==> src/rtl/tcap_pkg.sv <==
package tcap_pkg;
  localparam int unsigned OFS_CTRL = 0;
  localparam int unsigned OFS_POP  = 4;

  typedef enum logic [1:0] {
    SEL_CTRL = 2'd0,
    SEL_POP  = 2'd1,
    SEL_NONE = 2'd2
  } reg_sel_e;

  typedef struct packed {
    logic overflow;
    logic flush;
  } ctrl_bits_t;
endpackage

==> src/rtl/tcap_qualify.sv <==
module tcap_qualify #(
  parameter int unsigned TRIG_W = 2
) (
  input  logic              trace_ctl,
  input  logic [TRIG_W-1:0] trace_low,
  output logic              keep
);
  // Data cycle when control is low; trigger marker when control is high
  // and the low data bits are all zero.
  always_comb begin
    keep = !trace_ctl || (trace_low == '0);
  end
endmodule

==> src/rtl/tcap_fifo.sv <==
module tcap_fifo #(
  parameter int unsigned DATA_W = 32,
  parameter int unsigned DEPTH  = 8
) (
  input  logic              clk,
  input  logic              rst_n,
  input  logic              clear,
  input  logic              push,
  input  logic              pop,
  input  logic [DATA_W-1:0] wr_data,
  output logic [DATA_W-1:0] head,
  output logic              empty,
  output logic              full,
  output logic              drop
);
  localparam int unsigned PTR_W = (DEPTH > 1) ? $clog2(DEPTH) : 1;
  localparam int unsigned CNT_W = $clog2(DEPTH + 1);
  localparam logic [PTR_W-1:0] LAST = PTR_W'(DEPTH - 1);

  logic [DATA_W-1:0] mem [DEPTH];
  logic [PTR_W-1:0]  wr_ptr, rd_ptr;
  logic [CNT_W-1:0]  count;
  logic              pop_ok, push_ok;

  always_comb begin
    empty   = (count == '0);
    full    = (count == CNT_W'(DEPTH));
    pop_ok  = pop && !empty;
    push_ok = push && (!full || pop_ok);
    drop    = push && full && !pop_ok;
    head    = mem[rd_ptr];
  end

  always_ff @(posedge clk) begin
    if (push_ok && !clear) mem[wr_ptr] <= wr_data;
  end

  always_ff @(posedge clk or negedge rst_n) begin
    if (!rst_n) begin
      wr_ptr <= '0;
      rd_ptr <= '0;
      count  <= '0;
    end else if (clear) begin
      wr_ptr <= '0;
      rd_ptr <= '0;
      count  <= '0;
    end else begin
      if (push_ok) wr_ptr <= (wr_ptr == LAST) ? '0 : wr_ptr + 1'b1;
      if (pop_ok)  rd_ptr <= (rd_ptr == LAST) ? '0 : rd_ptr + 1'b1;
      unique case ({push_ok, pop_ok})
        2'b10:   count <= count + 1'b1;
        2'b01:   count <= count - 1'b1;
        default: count <= count;
      endcase
    end
  end

  AST_COUNT_BOUND: assert property (@(posedge clk) disable iff (!rst_n)
    count <= CNT_W'(DEPTH));
  AST_CLEAR_EMPTIES: assert property (@(posedge clk) disable iff (!rst_n)
    clear |=> empty);
  AST_EMPTY_POP_HOLD: assert property (@(posedge clk) disable iff (!rst_n)
    (pop && empty && !push && !clear) |=> empty);
  AST_FULL_SWAP: assert property (@(posedge clk) disable iff (!rst_n)
    (push && pop && full && !clear) |=> full);
endmodule

==> src/rtl/tcap_regs.sv <==
module tcap_regs
  import tcap_pkg::*;
#(
  parameter int unsigned DATA_W = 32,
  parameter int unsigned ADDR_W = 4
) (
  input  logic              clk,
  input  logic              rst_n,
  input  logic              bus_valid,
  input  logic              bus_write,
  input  logic [ADDR_W-1:0] bus_addr,
  input  logic [DATA_W-1:0] bus_wdata,
  input  logic              fifo_empty,
  input  logic [DATA_W-1:0] fifo_head,
  input  logic              fifo_drop,
  output logic [DATA_W-1:0] bus_rdata,
  output logic              fifo_pop,
  output logic              flush
);
  reg_sel_e   sel;
  ctrl_bits_t ctrl_q;
  logic       wr_ctrl;
  logic       unused_wdata_hi;

  assign unused_wdata_hi = ^bus_wdata[DATA_W-1:2];

  always_comb begin
    if (bus_addr == ADDR_W'(OFS_CTRL))     sel = SEL_CTRL;
    else if (bus_addr == ADDR_W'(OFS_POP)) sel = SEL_POP;
    else                                   sel = SEL_NONE;
  end

  always_comb begin
    wr_ctrl  = bus_valid && bus_write && (sel == SEL_CTRL);
    fifo_pop = bus_valid && !bus_write && (sel == SEL_POP);
    flush    = ctrl_q.flush;
  end

  always_comb begin
    bus_rdata = '0;
    unique case (sel)
      SEL_CTRL: bus_rdata = {{(DATA_W-2){1'b0}}, ctrl_q};
      SEL_POP:  bus_rdata = fifo_empty ? '0 : fifo_head;
      default:  bus_rdata = '0;
    endcase
  end

  always_ff @(posedge clk or negedge rst_n) begin
    if (!rst_n) begin
      ctrl_q.flush    <= 1'b1;
      ctrl_q.overflow <= 1'b0;
    end else begin
      if (wr_ctrl) ctrl_q.flush <= bus_wdata[0];
      if (fifo_drop)                     ctrl_q.overflow <= 1'b1;
      else if (wr_ctrl && bus_wdata[1])  ctrl_q.overflow <= 1'b0;
    end
  end

  AST_DROP_FLAGS: assert property (@(posedge clk) disable iff (!rst_n)
    fifo_drop |=> ctrl_q.overflow);
  AST_OVF_STICKY: assert property (@(posedge clk) disable iff (!rst_n)
    (ctrl_q.overflow && !(wr_ctrl && bus_wdata[1])) |=> ctrl_q.overflow);
  AST_NO_DROP_IN_FLUSH: assert property (@(posedge clk) disable iff (!rst_n)
    ctrl_q.flush |-> !fifo_drop);
endmodule

==> src/rtl/trace_capture_fifo.sv <==
module trace_capture_fifo #(
  parameter int unsigned DATA_W = 32,
  parameter int unsigned DEPTH  = 8,
  parameter int unsigned ADDR_W = 4,
  parameter int unsigned TRIG_W = 2
) (
  input  logic              clk,
  input  logic              rst_n,
  input  logic              trace_ctl,
  input  logic [DATA_W-1:0] trace_data,
  input  logic              bus_valid,
  input  logic              bus_write,
  input  logic [ADDR_W-1:0] bus_addr,
  input  logic [DATA_W-1:0] bus_wdata,
  output logic [DATA_W-1:0] bus_rdata,
  output logic              dma_req
);
  logic              keep, flush, push, pop;
  logic              empty, full, drop;
  logic [DATA_W-1:0] head;

  tcap_qualify #(.TRIG_W(TRIG_W)) u_qual (
    .trace_ctl (trace_ctl),
    .trace_low (trace_data[TRIG_W-1:0]),
    .keep      (keep)
  );

  assign push = keep && !flush;

  tcap_fifo #(.DATA_W(DATA_W), .DEPTH(DEPTH)) u_fifo (
    .clk     (clk),
    .rst_n   (rst_n),
    .clear   (flush),
    .push    (push),
    .pop     (pop),
    .wr_data (trace_data),
    .head    (head),
    .empty   (empty),
    .full    (full),
    .drop    (drop)
  );

  tcap_regs #(.DATA_W(DATA_W), .ADDR_W(ADDR_W)) u_regs (
    .clk        (clk),
    .rst_n      (rst_n),
    .bus_valid  (bus_valid),
    .bus_write  (bus_write),
    .bus_addr   (bus_addr),
    .bus_wdata  (bus_wdata),
    .fifo_empty (empty),
    .fifo_head  (head),
    .fifo_drop  (drop),
    .bus_rdata  (bus_rdata),
    .fifo_pop   (pop),
    .flush      (flush)
  );

  assign dma_req = !empty && !flush;

  AST_FULL_NOT_EMPTY: assert property (@(posedge clk) disable iff (!rst_n)
    full |-> dma_req || flush);
endmodule

==> config.mk <==
export PLATFORM = sky130hd
export DESIGN_NAME = trace_capture_fifo
export DESIGN_NICKNAME = d
export VERILOG_FILES = /design/src/rtl/tcap_pkg.sv /design/src/rtl/tcap_qualify.sv /design/src/rtl/tcap_fifo.sv /design/src/rtl/tcap_regs.sv /design/src/rtl/trace_capture_fifo.sv
export SDC_FILE = /design/constraint.sdc
export NUM_CORES = 1
export LEC_CHECK = 0
export CAP_MARGIN = 0
export CORE_ASPECT_RATIO = 0.5
export CORE_MARGIN = 2
export CORE_UTILIZATION = 35
export DETAILED_ROUTE_END_ITERATION = 10
export GPL_TIMING_DRIVEN = 0
export MAX_ROUTING_LAYER = met4
export PLACE_DENSITY = 0.61
export SETUP_SLACK_MARGIN = 0.2
export SLEW_MARGIN = 10
export SYNTH_ARGS = -nofsm -noshare
export SYNTH_HDL_FRONTEND = slang
export SYNTH_SLANG_ARGS = --single-unit
==> constraint.sdc <==
create_clock -name clk -period 5.3 [get_ports clk]
set_input_delay 1.06 -clock clk [delete_from_list [all_inputs] [get_ports clk]]
set_output_delay 1.06 -clock clk [all_outputs]
set_load 0.02 [all_outputs]
# ---- After elaboration in Yosys (flattened, before gate mapping)
# Memory sizes are Yosys's and may differ from the RTL's.
# Cells that the tools add are included.
dict set report totals {
  ram_bits 256
  in_bits 73
  ff_bits 12
  output_inout_bits 33
  latchBits 0
  mem_count 1
  mem_bits_ro 0
  wordCells 61
}
dict set report classes {
  n_addsub 4
  mul 0
  bitwise_logic 0
  n_reduce_logical 28
  n_eq_ne 7
  div 0
  n_lt_le_gt_ge 0
  shifts 0
  mux 16
}
# memory depth word_bits read_ports rd_clocked_by_memory_dff write_ports line_no
set memory_table {}
lappend memory_table {u_fifo.mem 8 32 1 0 1 tcap_fifo.sv:20} ;# logic [DATA_W-1:0] mem [DEPTH];
# cell n
set op_table {}
lappend op_table {{one-hot mux 32 bit (2 select lines)} 1}
lappend op_table {{two-way mux 32 bit} 1}
lappend op_table {{two-way mux 3 bit} 6}
lappend op_table {{logical AND 1 bit} 12}
lappend op_table {{logical NOT 4 bit} 2}
lappend op_table {{one-hot mux 4 bit (2 select lines)} 1}
lappend op_table {{adder 3 x 1 -> 3 bit, second input constant} 2}
lappend op_table {{equality test 3 bit, second input constant} 2}
lappend op_table {{logical NOT 1 bit} 6}
lappend op_table {{nonzero test 2 bit} 3}
lappend op_table {{adder 4 x 1 -> 4 bit, second input constant} 1}
lappend op_table {{equality test 2 x 1 -> 1 bit, second input constant} 2}
lappend op_table {{equality test 4 x 3 -> 1 bit, second input constant} 1}
lappend op_table {{equality test 4 bit, second input constant} 1}
lappend op_table {{logical NOT 2 bit} 2}
lappend op_table {{two-way mux 1 bit} 4}
lappend op_table {{two-way mux 2 bit} 2}
lappend op_table {{two-way mux 4 bit} 1}
lappend op_table {{subtractor 4 x 1 -> 4 bit, second input constant} 1}
lappend op_table {{nonzero test 3 bit} 1}
lappend op_table {{equality test 2 bit, second input constant} 1}
lappend op_table {{logical OR 1 bit} 2}

# ---- Logic depth before layout (Yosys ltp)
dict set report depth {
  ltp_word 11
  mapped_depth 9
  ltp_nobuf 8
}

# ---- Modules after synthesis
# Synthesis repeated with hierarchy kept, for this count alone.
dict set report hier_totals {
  hier_cells 502
  area_unflattened_um2 10715.3
}
# module cells_per_inst n_inst area_per_inst_um2
set by_module_without_submodules {}
lappend by_module_without_submodules {tcap_fifo 453 1 10339.9}
lappend by_module_without_submodules {tcap_regs 46 1 360.3}
lappend by_module_without_submodules {trace_capture_fifo 2 1 10.0}
lappend by_module_without_submodules {tcap_qualify 1 1 5.0}

# ---- Least setup slack after synthesis
# OpenSTA, ideal clock, no wires.
dict set report synth_path {
  kind {input-to-reg}
  startpoint {input port bus_addr[1]}
  endpoint {memory u_fifo.mem[1][0] (enable)}
  arrival_time_ns 4.398
  slack_ns 0.441
  path_stages 5
  cell_sequence {nor3_1 -> nand4_4 -> a21o_2 -> or2_2 -> nor3_1}
}
dict set report synth_between {
  elab_chain_len 11
  word_cells_on_any_way 12
}
# element line_no
set synth_lines {}
lappend synth_lines {{from (decl)} trace_capture_fifo.sv:13} ;# input logic [ADDR_W-1:0] bus_addr,
lappend synth_lines {{equality test 4 x 3 -> 1 bit} tcap_regs.sv:29} ;# else if (bus_addr == ADDR_W'(OFS_POP)) sel = SEL_POP;
lappend synth_lines {{two-way mux 2 bit} tcap_regs.sv:29}
lappend synth_lines {{two-way mux 2 bit (*)} tcap_regs.sv:28} ;# if (bus_addr == ADDR_W'(OFS_CTRL)) sel = SEL_CTRL;
lappend synth_lines {{equality test 2 x 1 -> 1 bit (*)} tcap_regs.sv:35} ;# fifo_pop = bus_valid && !bus_write && (sel == SEL_POP);
lappend synth_lines {{logical AND 1 bit (*)} tcap_regs.sv:35}
lappend synth_lines {{logical AND 1 bit (*)} tcap_fifo.sv:28} ;# pop_ok = pop && !empty;
lappend synth_lines {{logical OR 1 bit (*)} tcap_fifo.sv:29} ;# push_ok = push && (!full || pop_ok);
lappend synth_lines {{logical AND 1 bit (*)} tcap_fifo.sv:29}
lappend synth_lines {{logical AND 1 bit (*)} tcap_fifo.sv:35} ;# if (push_ok && !clear) mem[wr_ptr] <= wr_data;
lappend synth_lines {{two-way mux 1 bit (*)} tcap_fifo.sv:35}
lappend synth_lines {{two-way mux 1 bit (implied by the code) (*)} tcap_fifo.sv:35}
lappend synth_lines {{to (decl)} tcap_fifo.sv:20}
# Mark *: on every way between the ends. The rest lies on a longest branch, timed or not.

# ---- Final worst setup path
dict set report layout_path {
  startpoint {input port bus_addr[1]}
  endpoint {output port bus_rdata[28]}
}
dict set report layout_between {
  elab_chain_len 5
  word_cells_on_any_way 7
}
# element line_no
set layout_lines {}
lappend layout_lines {{equality test 4 x 3 -> 1 bit} tcap_regs.sv:29}
lappend layout_lines {{two-way mux 2 bit} tcap_regs.sv:29}
lappend layout_lines {{two-way mux 2 bit (*)} tcap_regs.sv:28}
lappend layout_lines {{equality test 2 x 1 -> 1 bit / logical NOT 2 bit (equally long branches)} tcap_regs.sv:41} ;# unique case (sel)
lappend layout_lines {{one-hot mux 32 bit (2 select lines) (*)} tcap_regs.sv:41}
lappend layout_lines {{to (decl)} trace_capture_fifo.sv:15} ;# output logic [DATA_W-1:0] bus_rdata,
# Marks and branches as above.

==> flow_summary.json <==
{
  "fin_nets": 690,
  "clkTransAtPathRegs_ns": 0.06,
  "fraction_of_the_yosys_area_taken_by_sequential_cells": 0.762,
  "grt_pass1_vias": 5353,
  "detail_route.wirelength_um": 21100,
  "height_of_the_die_um": 126,
  "max_clock_freq_ghz": 0.215,
  "total_placed_instance_area_mm2": 0.0120,
  "worstHoldPathCells": 1,
  "clock_tree.root_cell": "clkbuf_16",
  "i_o_buffers": 75,
  "setup_viol": 0,
  "drc_errors": 0,
  "critical_path_class": "in -> out",
  "cts_max_level": 1,
  "cp-start-kind": "input port",
  "fp.dieArea_mm2": 0.0314,
  "post_synth_num_cell_types": 38,
  "clock-sinks": 268,
  "maxCapViolations": 0,
  "depth_of_the_worst_register_to_register_path": 8,
  "placement_rows": 44,
  "routed.top_layer": "met4",
  "gr-total-overflow": 0,
  "post-cts-setup-buffers": 0,
  "groute.usage.overall": 0.141,
  "routabilityCongestion": 0.755,
  "fin_skew_ns": 0.0177,
  "cts_tree": "yes",
  "required_ns": 4.24,
  "worstHoldEndpoint": "u_regs.ctrl_q[1]$_DFFE_PN0P_",
  "syn_to_final_growth_pct": 22.3,
  "slew_headroom": 0.302,
  "cts_buffer_depth": 3,
  "hold_start": "u_regs.ctrl_q[1]$_DFFE_PN0P_",
  "worst_pin_slew_ns": 1.05,
  "powerDensity_mw_per_mm2": 420,
  "antenna_found_initial": 1,
  "grt_pass1_wl_um": 32400,
  "dr_wl_met3_um": 790,
  "grt_start_max_net_pins": 23,
  "cts_buffers": 26,
  "design.portCount": 106,
  "core_footprint_mm2": 0.0292,
  "post-route-min-period_ns": 4.64,
  "r2r_setup_slack_ns": 2.51,
  "cts_hold_buffers": 0,
  "total_negative_setup_slacks_ns": 0,
  "start_util": 0.359,
  "clk-insertion-delay-late_ns": 0.53,
  "synthesis.nets": 572,
  "final_layout_size_suffix_gt1_frac": 0.228,
  "p_leak_nw": 3.97,
  "ir_worst_vdd_v": 0.000216,
  "mappedNetlistArea_mm2": 0.0105,
  "path_type_of_the_worst_min_delay_path": "reg -> reg",
  "final-max-slew-violation-count": 0,
  "rr_endpoint": "u_fifo.mem[0][21]$_DFFE_PP_",
  "synth.avg_cell_area_um2": 21.2,
  "timing.critical_path.arrival_ns": 3.58,
  "critPathMaxFanout": 10,
  "reg2reg_from": "u_fifo.count[0]$_DFFE_PN0P_",
  "postLayoutCellArea_mm2": 0.0128,
  "hpwlAfterDp_um": 13200,
  "drt_first_pass_iters": 7,
  "rsz0062_at_grt": "false",
  "wl_met2_um": 10600,
  "run_status": "completed",
  "width_of_the_die_um": 249,
  "wl_met1_um": 9320,
  "netlist_instances": 494,
  "postCtsResizedCells": 0,
  "drt-wirelength-per-cell_um": 20.6,
  "vias_per_cell": 4.99,
  "final.period_utilization": 0.876,
  "route.antenna.remaining_nets": 0,
  "final_report_hold_violation_count": 0,
  "synth.ff_latch_count": 268,
  "synth-warning-count": 0,
  "count_of_vias_placed_by_the_detailed_router": 5111,
  "detailedRoute.firstIterationViolations": 449,
  "worst_setup_path_end_kind": "output pin"
}
[critical path, cell delays in order]
cell             delay [ns]
clkdlybuf4s50_1        0.42
nor3_1                 0.39
nand3_1                0.34
buf_1                  0.42
nor2_1                 0.30
clkdlybuf4s50_1        0.65
[routing by layer]
layer | track usage | up-vias
met4 | 0.0389 | 0
met3 | 0.0209 | 33
li1 | - | 2263
met2 | 0.234 | 119
met5 | - | -
met1 | 0.182 | 2696
[power breakdown]
group,switching [mW],internal [mW],total [mW]
logic,0.498,0.405,0.903
clock network,0.762,1.00,1.77
registers,0.0807,2.63,2.71
total,1.34,4.04,5.38
[cell usage in the layout (no fill, tap or decap), types with 3 or more instances in the layout]
master / count
edfxtp_1: 256
clkdlybuf4s50_1: 75
mux4_2: 64
nor2_1: 41
mux2i_1: 36
clkbuf_16: 26
clkbuf_1: 13
dfrtp_1: 11
buf_6: 7
buf_1: 7
nand3_1: 6
buf_2: 6
nor2_4: 6
buf_12: 6
o21ai_0: 5
ha_1: 5
clkinv_1: 5
clkinv_2: 5
nand2b_1: 4
nand2_1: 3
xor2_1: 3
inv_1: 3
clkinvlp_4: 3
[state kept, by name, indices dropped and copies added, names as in the netlist]
name and count:
u_fifo.count 4, u_fifo.mem 256, u_fifo.rd_ptr 3, u_fifo.wr_ptr 3, u_regs.ctrl_q 1, u_regs.flush 1
[through the flow]
stage / utilization / instances / worst slack [ns] / total power, mW / hold slack, ns
floorplan: - / 494 / 0.441 / 3.28 / 0.466
global placement: 0.401 / 960 / -2.43 / 3.57 / 0.489
detailed placement: 0.410 / 975 / 0.611 / 3.68 / 0.499
CTS: 0.439 / 1023 / 0.605 / 5.45 / 0.509
global route: 0.439 / 1024 / 0.494 / 5.62 / 0.527
finish: 0.439 / 1024 / 0.657 / 5.38 / 0.504
[cell usage after synthesis]
cell type	instances	area [µm²]
nor2_1	47	176
buf_6	1	11.3
clkbuf_1	9	33.8
o21ai_0	5	25.0
a31oi_1	1	6.26
nor3_1	4	20.0
nand4_1	1	6.26
nor4b_1	1	8.76
nand4_4	1	21.3
buf_1	7	26.3
ha_1	5	62.6
nor2b_1	2	12.5
nand2_2	1	6.26
or2_2	2	12.5
buf_2	6	30.0
nand3_1	6	30.0
xor2_1	3	26.3
a21o_2	1	8.76
a211oi_1	1	7.51
nor4_1	1	6.26
o21a_1	2	15.0
mux4_2	64	1440
and2_2	1	7.51
dfrtp_1	11	275
dfstp_2	1	26.3
a2bb2oi_2	1	15.0
o31ai_1	1	7.51
mux2_2	1	11.3
or4_4	1	11.3
edfxtp_1	256	7690
a32o_1	1	10.0
inv_1	3	11.3
nand2_1	3	11.3
mux2i_1	36	360
mux2_4	1	15.0
nand2b_1	4	25.0
a21oi_1	1	5.00
xnor2_1	1	8.76
[area by class of cell]
cell class / count / area [µm²]
fillers: 2476 / 16400
flip-flops and latches: 268 / 7990
multi-input cells: 200 / 2440
repair buffers: 90 / 968
clock buffers: 30 / 666
well taps: 391 / 489
clock inverters: 18 / 160
plain buffers: 23 / 101
inverters: 3 / 11.3
diodes: 1 / 2.50
[kinds of logic after synthesis]
family | synth area share
AOI/OAI and AO/OA | 0.00955
xor gates and xnor gates | 0.00334
adders and majority gates | 0.00597
buffers and inverters | 0.0107
DFF | 0.762
muxes | 0.174
and+or+nand+nor | 0.0339
[worst max path at each step]
stage                        from                     endpoint  slack [ns]  cells past startpoint
finish                bus_addr[1]                bus_rdata[28]        0.66                      6
global route          bus_addr[1]                bus_rdata[28]        0.49                      6
CTS                   bus_addr[1]                bus_rdata[28]        0.60                      6
detailed placement    bus_addr[1]                bus_rdata[28]        0.61                      6
global placement    trace_data[1]  u_fifo.mem[1][27]$_DFFE_PP_       -2.43                      6
floorplan             bus_addr[1]   u_fifo.mem[1][0]$_DFFE_PP_        0.44                      5
Power figures use the tool's default switching activity.
